File: src/rtl/dma_chan_pkg.sv
package dma_chan_pkg;

  localparam int MODE_W = 5;

  localparam logic [1:0] WID_WORD = 2'b00;
  localparam logic [1:0] WID_HALF = 2'b01;
  localparam logic [1:0] WID_BYTE = 2'b10;
  localparam logic [1:0] WID_RSVD = 2'b11;

  localparam logic [1:0] DIR_M2M  = 2'b00;
  localparam logic [1:0] DIR_P2M  = 2'b01;
  localparam logic [1:0] DIR_M2P  = 2'b10;
  localparam logic [1:0] DIR_RSVD = 2'b11;

  localparam logic [1:0] CFG_MODE = 2'd0;
  localparam logic [1:0] CFG_BASE = 2'd1;
  localparam logic [1:0] CFG_CMD  = 2'd2;

  typedef enum logic [2:0] {
    SEL_DESC0, SEL_DESC1, SEL_DESC2, SEL_DESC3, SEL_SRC, SEL_DST
  } addrSel_e;

  typedef enum logic [3:0] {
    ST_IDLE, ST_F0, ST_F1, ST_F2, ST_F3, ST_CHK, ST_WAITP, ST_RD, ST_WR, ST_WB
  } chanState_e;

  typedef struct packed {
    logic     ptrFromBase;
    logic     ptrNext;
    logic     ldStat;
    logic     ldCnt;
    logic     ldSrc;
    logic     ldDst;
    logic     ldData;
    logic     advSrc;
    logic     advDst;
    logic     decCnt;
    addrSel_e addrSel;
  } dpStrobe_t;

endpackage

File: src/rtl/dma_chan_dp.sv
module dma_chan_dp
  import dma_chan_pkg::*;
#(
  parameter int AW        = 32,
  parameter int CW        = 16,
  parameter int VALID_BIT = 31,
  parameter int WRAP_BIT  = 30
) (
  input  logic          clk,
  input  logic          rstN,
  input  logic          cfgWe,
  input  logic [1:0]    cfgAddr,
  input  logic [31:0]   cfgWdata,
  input  logic          cfgOpen,
  output logic [31:0]   cfgRdata,
  input  dpStrobe_t     stb,
  input  logic [31:0]   memRdata,
  output logic [AW-1:0] memAddr,
  output logic [31:0]   memWdata,
  output logic [1:0]    memSize,
  output logic [1:0]    modeWidth,
  output logic [1:0]    modeDir,
  output logic          modeSingle,
  output logic          goReq,
  output logic          countShort,
  output logic          descValid,
  output logic          descWrap
);

  localparam int DW         = 32;
  localparam int WORD_BYTES = 4;
  localparam int DESC_WORDS = 4;
  localparam int DESC_BYTES = WORD_BYTES * DESC_WORDS;

  logic [MODE_W-1:0] modeR;
  logic [AW-1:0]     baseR;
  logic [AW-1:0]     ptrR;
  logic [AW-1:0]     srcR;
  logic [AW-1:0]     dstR;
  logic [CW-1:0]     cntR;
  logic [DW-1:0]     statR;
  logic [DW-1:0]     dataR;
  logic [3:0]        stepB;
  logic              flyWrite;
  logic [AW-1:0]     descAddr [DESC_WORDS];

  assign modeWidth  = modeR[1:0];
  assign modeDir    = modeR[3:2];
  assign modeSingle = modeR[4];

  always_comb begin
    unique case (modeWidth)
      WID_WORD: stepB = 4'd4;
      WID_HALF: stepB = 4'd2;
      WID_BYTE: stepB = 4'd1;
      default:  stepB = 4'd0;
    endcase
  end

  for (genvar gi = 0; gi < DESC_WORDS; gi++) begin : g_descAddr
    assign descAddr[gi] = ptrR + AW'(WORD_BYTES * gi);
  end

  assign goReq      = cfgWe && (cfgAddr == CFG_CMD);
  assign countShort = cntR < CW'(stepB);
  assign descValid  = memRdata[VALID_BIT];
  assign descWrap   = statR[WRAP_BIT];

  // configuration registers and descriptor pointer
  always_ff @(posedge clk) begin
    if (!rstN) begin
      modeR <= '0;
      baseR <= '0;
      ptrR  <= '0;
    end else begin
      if (cfgWe && cfgOpen && cfgAddr == CFG_MODE) modeR <= cfgWdata[MODE_W-1:0];
      if (cfgWe && cfgOpen && cfgAddr == CFG_BASE) begin
        baseR <= cfgWdata[AW-1:0];
        ptrR  <= cfgWdata[AW-1:0];
      end else if (stb.ptrFromBase) begin
        ptrR <= baseR;
      end else if (stb.ptrNext) begin
        ptrR <= ptrR + AW'(DESC_BYTES);
      end
    end
  end

  // working copy of the current descriptor
  always_ff @(posedge clk) begin
    if (!rstN) begin
      srcR  <= '0;
      dstR  <= '0;
      cntR  <= '0;
      statR <= '0;
      dataR <= '0;
    end else begin
      if (stb.ldStat) statR <= memRdata;
      if (stb.ldCnt) cntR <= memRdata[CW-1:0];
      else if (stb.decCnt) cntR <= cntR - CW'(stepB);
      if (stb.ldSrc) srcR <= memRdata[AW-1:0];
      else if (stb.advSrc) srcR <= srcR + AW'(stepB);
      if (stb.ldDst) dstR <= memRdata[AW-1:0];
      else if (stb.advDst) dstR <= dstR + AW'(stepB);
      if (stb.ldData) dataR <= memRdata;
    end
  end

  always_comb begin
    unique case (stb.addrSel)
      SEL_DESC0: memAddr = descAddr[0];
      SEL_DESC1: memAddr = descAddr[1];
      SEL_DESC2: memAddr = descAddr[2];
      SEL_DESC3: memAddr = descAddr[3];
      SEL_SRC:   memAddr = srcR;
      SEL_DST:   memAddr = dstR;
      default:   memAddr = descAddr[0];
    endcase
  end

  assign flyWrite = modeSingle && (modeDir == DIR_P2M) && (stb.addrSel == SEL_DST);
  assign memSize  = (stb.addrSel == SEL_SRC || stb.addrSel == SEL_DST) ? modeWidth : WID_WORD;

  always_comb begin
    if (stb.addrSel == SEL_DESC0) memWdata = statR & ~(DW'(1) << VALID_BIT);
    else if (flyWrite)            memWdata = '0;
    else                          memWdata = dataR;
  end

  always_comb begin
    unique case (cfgAddr)
      CFG_MODE: cfgRdata = {{(DW-MODE_W){1'b0}}, modeR};
      CFG_BASE: cfgRdata = DW'(baseR);
      CFG_CMD:  cfgRdata = DW'(ptrR);
      default:  cfgRdata = '0;
    endcase
  end

endmodule

File: src/rtl/dma_chan_ctrl.sv
module dma_chan_ctrl
  import dma_chan_pkg::*;
(
  input  logic       clk,
  input  logic       rstN,
  input  logic [1:0] modeWidth,
  input  logic [1:0] modeDir,
  input  logic       modeSingle,
  input  logic       goReq,
  input  logic       countShort,
  input  logic       descValid,
  input  logic       descWrap,
  input  logic       memAck,
  input  logic       perReq,
  output dpStrobe_t  stb,
  output logic       cfgOpen,
  output logic       memReq,
  output logic       memWe,
  output logic       perAck,
  output logic       busy,
  output logic       done,
  output logic       err
);

  chanState_e state, nxt;
  logic illegal, perMode, flyBy;

  assign illegal = (modeWidth == WID_RSVD) || (modeDir == DIR_RSVD);
  assign perMode = (modeDir == DIR_P2M) || (modeDir == DIR_M2P);
  assign flyBy   = modeSingle && perMode;
  assign cfgOpen = (state == ST_IDLE);
  assign busy    = (state != ST_IDLE);

  always_comb begin
    nxt         = state;
    stb         = '0;
    stb.addrSel = SEL_DESC0;
    memReq      = 1'b0;
    memWe       = 1'b0;
    perAck      = 1'b0;
    done        = 1'b0;
    unique case (state)
      ST_IDLE: if (goReq && !illegal) nxt = ST_F0;
      ST_F0: begin
        memReq = 1'b1;
        if (memAck) begin
          stb.ldStat = 1'b1;
          if (descValid) nxt = ST_F1;
          else begin
            done = 1'b1;
            nxt  = ST_IDLE;
          end
        end
      end
      ST_F1: begin
        memReq = 1'b1;
        stb.addrSel = SEL_DESC1;
        if (memAck) begin
          stb.ldCnt = 1'b1;
          nxt = ST_F2;
        end
      end
      ST_F2: begin
        memReq = 1'b1;
        stb.addrSel = SEL_DESC2;
        if (memAck) begin
          stb.ldSrc = 1'b1;
          nxt = ST_F3;
        end
      end
      ST_F3: begin
        memReq = 1'b1;
        stb.addrSel = SEL_DESC3;
        if (memAck) begin
          stb.ldDst = 1'b1;
          nxt = ST_CHK;
        end
      end
      ST_CHK: begin
        if (countShort)   nxt = ST_WB;
        else if (perMode) nxt = ST_WAITP;
        else              nxt = ST_RD;
      end
      ST_WAITP: begin
        if (perReq) nxt = (flyBy && modeDir == DIR_P2M) ? ST_WR : ST_RD;
      end
      ST_RD: begin
        memReq = 1'b1;
        stb.addrSel = SEL_SRC;
        if (memAck) begin
          stb.ldData = 1'b1;
          stb.advSrc = 1'b1;
          if (flyBy) begin
            stb.decCnt = 1'b1;
            perAck = 1'b1;
            nxt = ST_CHK;
          end else begin
            nxt = ST_WR;
          end
        end
      end
      ST_WR: begin
        memReq = 1'b1;
        memWe  = 1'b1;
        stb.addrSel = SEL_DST;
        if (memAck) begin
          stb.advDst = 1'b1;
          stb.decCnt = 1'b1;
          perAck = perMode;
          nxt = ST_CHK;
        end
      end
      ST_WB: begin
        memReq = 1'b1;
        memWe  = 1'b1;
        if (memAck) begin
          if (descWrap) stb.ptrFromBase = 1'b1;
          else          stb.ptrNext = 1'b1;
          nxt = ST_F0;
        end
      end
      default: nxt = ST_IDLE;
    endcase
  end

  always_ff @(posedge clk) begin
    if (!rstN) begin
      state <= ST_IDLE;
      err   <= 1'b0;
    end else begin
      state <= nxt;
      if (state == ST_IDLE && goReq) err <= illegal;
    end
  end

endmodule

File: src/rtl/desc_dma_chan.sv
module desc_dma_chan
  import dma_chan_pkg::*;
#(
  parameter int AW        = 32,
  parameter int CW        = 16,
  parameter int VALID_BIT = 31,
  parameter int WRAP_BIT  = 30
) (
  input  logic          clk,
  input  logic          rstN,
  input  logic          cfgWe,
  input  logic [1:0]    cfgAddr,
  input  logic [31:0]   cfgWdata,
  output logic [31:0]   cfgRdata,
  output logic          memReq,
  output logic          memWe,
  output logic [1:0]    memSize,
  output logic [AW-1:0] memAddr,
  output logic [31:0]   memWdata,
  input  logic [31:0]   memRdata,
  input  logic          memAck,
  input  logic          perReq,
  output logic          perAck,
  output logic          busy,
  output logic          done,
  output logic          err
);

  dpStrobe_t  stb;
  logic       cfgOpen, goReq, countShort, descValid, descWrap, modeSingle;
  logic [1:0] modeWidth, modeDir;

  dma_chan_dp #(.AW(AW), .CW(CW), .VALID_BIT(VALID_BIT), .WRAP_BIT(WRAP_BIT)) u_dp (
    .clk(clk), .rstN(rstN), .cfgWe(cfgWe), .cfgAddr(cfgAddr), .cfgWdata(cfgWdata),
    .cfgOpen(cfgOpen), .cfgRdata(cfgRdata), .stb(stb), .memRdata(memRdata),
    .memAddr(memAddr), .memWdata(memWdata), .memSize(memSize),
    .modeWidth(modeWidth), .modeDir(modeDir), .modeSingle(modeSingle),
    .goReq(goReq), .countShort(countShort), .descValid(descValid), .descWrap(descWrap)
  );

  dma_chan_ctrl u_ctrl (
    .clk(clk), .rstN(rstN), .modeWidth(modeWidth), .modeDir(modeDir),
    .modeSingle(modeSingle), .goReq(goReq), .countShort(countShort),
    .descValid(descValid), .descWrap(descWrap), .memAck(memAck), .perReq(perReq),
    .stb(stb), .cfgOpen(cfgOpen), .memReq(memReq), .memWe(memWe), .perAck(perAck),
    .busy(busy), .done(done), .err(err)
  );

endmodule

File: config.mk
export PLATFORM = sky130hd
export DESIGN_NAME = desc_dma_chan
export DESIGN_NICKNAME = d
export VERILOG_FILES = /design/src/rtl/dma_chan_pkg.sv /design/src/rtl/dma_chan_dp.sv /design/src/rtl/dma_chan_ctrl.sv /design/src/rtl/desc_dma_chan.sv
export SDC_FILE = /design/constraint.sdc
export NUM_CORES = 1
export LEC_CHECK = 0
export ABC_AREA = 1
export BUFFER_PORTS_ARGS = -buffer_cell sky130_fd_sc_hd__buf_4
export CORE_MARGIN = 2
export CORE_UTILIZATION = 50
export DETAILED_ROUTE_END_ITERATION = 7
export MAX_ROUTING_LAYER = met4
export PLACE_DENSITY_LB_ADDON = 0.12
export SKIP_CTS_REPAIR_TIMING = 1
export SLEW_MARGIN = 25
export SYNTH_ARGS = -nofsm -noshare
export SYNTH_HDL_FRONTEND = slang
export SYNTH_SLANG_ARGS = --single-unit
File: constraint.sdc
create_clock -name clk -period 2.76 [get_ports clk]
set_clock_uncertainty 0.05 [all_clocks]
set_input_delay 0.276 -clock clk [delete_from_list [all_inputs] [get_ports clk]]
set_output_delay 0.276 -clock clk [all_outputs]
set_load 0.01 [all_outputs]
==> qor.txt <==
FILL cells -> 2812
Final Util -> 64.1%
worst hold margin -> -54.3 ps
worst-path cell with the longest stage delay -> fa_2
Worst Tran Pin Value -> 705 ps
Async SR Flop Fraction -> 0%
clock slew at reported path FFs -> 60 ps
Max Root-Sink Buffers -> 3
GRT Resource Usage Total -> 38.4%
PwrDens -> 477 nW/µm²
slew margin rel. -> 52.9%
DR vias -> 18400
Die Y -> 176 µm
synthesized area per cell -> 5.90 µm²
Vias per Instance -> 5.92
vias in the first global route -> 16500
WP data required -> 2430 ps
Area Overhead vs Synth -> 25.5%
VDD IR max -> 477 µV
cell mode on critical path -> buf_4
Port Buffers -> 174
Design Area, Final -> 18600 µm²
Netlist Area Pre-Place -> 14800 µm²
Final Slew Violations -> 0
crit path time final -> 2890 ps
# setup viols final -> 19
clk_lat worst skew -> 570 ps
placed cell area -> 16500 µm²
RePlAce Congestion -> 1.03
Initial Util -> 51.1%
TritonCTS buffer count -> 26
fin crit share -> 105%
crit path DAT -> 2570 ps
Final nets -> 2800
Synth cell types -> 41
Post-synth top flop -> dfxtp_1
I/O pins -> 175
CP Max Fanout -> 6
layout cells sized above 1 -> 17.0%
Yosys reg bits -> 217
Routed WL per cell -> 19.5 µm
CP delay by family, top -> buffers and inverters
Ys Warns -> 0
CTS tree -> built
Die Wd -> 176 µm
Sink Count -> 217
top post-synthesis cells by area -> dfxtp_1 29%, nand2_1 17%, nand3_1 8.8%
most frequent cell after synthesis -> nand2_1
hold crit path type -> in2reg
CP endpoint kind -> output pin
Pre-Repair DR Iteration Count -> 6
total grt overflow -> 0
hpwl dp -> 44400 µm
Max Clock Freq -> 346 MHz
max-cap violations -> 0
number of flops mapped to enable cells by yosys -> 0
initial antenna violation count -> 1
first-pass GRT wire length -> 91300 µm
violated checks -> negative hold slack, negative setup slack
Critical Path Max Stage Delay -> 440 ps
Post-route DRC -> 0
net count after synthesis -> 2596
clock root cell -> clkbuf_16
top post-synthesis cells by count -> 668 x nand2_1, 292 x inv_1, 261 x nand3_1
Lkg Pwr -> 0.00750 µW
post-synth top area share -> 29.4%
Critical path buffers and inverters -> 4
crit start category -> flop
total die area -> 31000 µm²
largest net degree at the start of global routing -> 65
# rows -> 62
RSZ-0062 raised after global routing -> yes
DRC marker count from the first detailed-route iteration -> 2122
Antenna Violating Nets Remaining -> 0
Core ar. -> 28900 µm²
H-tree Lvls -> 1
routed wire length -> 60700 µm
Synth area leader -> dfxtp_1
status -> finished, violations left
Final Hold Viols -> 17
critical path type -> reg2out
min setup slack post-route -> -134 ps
sequential-to-total area share from yosys stat -> 29.4%
crit path cell chain -> inv_4 > nor2_4 > nand2_4 > fa_2 > clkinv_4 > nand2_8 > buf_4 > xor2_1 > o2111ai_1 > buf_4
Cells after Synth -> 2507
routing by layer:
layer | vias to the layer above | part of all wire [%] | routed length, µm | GRT usage, %
met4 | 0 | 5.1 | 3080 | 18.3
met2 | 1049 | 45 | 27300 | 59.0
met5 | - | 0 | 0 | -
met1 | 8556 | 40 | 24500 | 50.3
met3 | 185 | 9.7 | 5900 | 5.08
li1 | 8637 | - | - | -
state kept, by name, summed over array words and instances (netlist names):
signal,flops
u_dp.dataR,32
u_ctrl.state,4
u_dp.ptrR,32
u_dp.srcR,32
u_dp.baseR,32
u_ctrl.err,1
u_dp.modeR,5
u_dp.statR,31
u_dp.cntR,16
u_dp.dstR,32
worst paths after layout:
| path | end | cells past startpoint | startpoint | slack [ps] |
|---|---|---|---|---|
| max reg2reg | u_dp.cntR[11] | 14 | u_dp.modeR[0] | 180 |
| min reg2reg | u_dp.statR[15] | 2 | u_dp.statR[15] | 400 |
| max | memAddr[6] | 10 | u_ctrl.state[2] | -130 |
| min | u_dp.statR[16] | 3 | memRdata[16] | -50 |
worst reg2reg max path, stage by stage (launching register included):
cell	delay, ps
dfxtp_1	330
nor2_1	420
inv_1	90
ha_1	330
nand2_1	80
nand2_1	40
nor2_1	120
buf_4	170
inv_1	80
nor3_1	360
nand2_1	130
nand3_1	100
nand3_1	70
nand2_1	60
inv_1	40
area by class of cell:
cell class	instances	area, µm²	area share, %
Clock buffer	34	721	3.88
Timing Repair Buffer	291	2420	13.0
Antenna cell	1	2.50	0.0135
Inverter	307	1170	6.33
Clock inverter	13	155	0.836
Multi-Input combinational cell	1868	9210	49.6
Sequential cell	217	4390	23.7
Tap cell	384	480	2.59
power breakdown:
| group | total [µW] | internal [µW] | switching, µW |
|---|---|---|---|
| registers | 3430 | 3300 | 132 |
| clock network | 3560 | 2040 | 1520 |
| logic | 1850 | 702 | 1150 |
| total | 8840 | 6050 | 2800 |
per-stage QoR:
step	setup TNS [ps]	power [µW]	cells	hold WS, ps	worst slack (ps)
after detailed placement	0	5180	3009	387	117
after global routing	-2760	9170	3115	-0.430	-191
after global placement	0	5150	3009	382	125
final	-883	8840	3115	-54.3	-134
after CTS	-10220	8700	3056	-77.9	-524
after floorplan	0	4430	2507	361	290
layout by cell type, fill, tap and decap left out, types with 4 or more instances in the layout:
cell type      count
nand2_1          649
inv_1            283
nand3_1          249
buf_4            233
a21oi_1          228
nor2_1           221
o21ai_0          212
dfxtp_1          194
o22ai_1           39
dlygate4sd3_1     39
nand4_1           28
clkbuf_16         27
nor2_4            26
o21ai_1           26
nand2_2           23
nor2_2            21
o211ai_1          20
inv_2             17
dfxtp_2           17
xor2_1            15
nand3_2           13
o21ai_2           13
nor3_1            11
ha_1              11
buf_6             11
o221ai_1          10
a31oi_1           10
nand2_4            8
clkinv_2           6
dfxtp_4            6
buf_12             5
clkinvlp_4         4
o21a_1             4
clkbuf_8           4
clkbuf_1           4
cells by family after synthesis:
family                     count (synthesis)  share of synthesized area, %
adders and majority gates                 18                          1.73
and+or+nand+nor                         1258                          35.7
DFF                                      217                          29.4
xor gates and xnor gates                  15                         0.889
AOI/OAI and AO/OA                        577                          20.8
buffers and inverters                    422                          11.5
No activity file was read; power rests on OpenSTA's default activity.
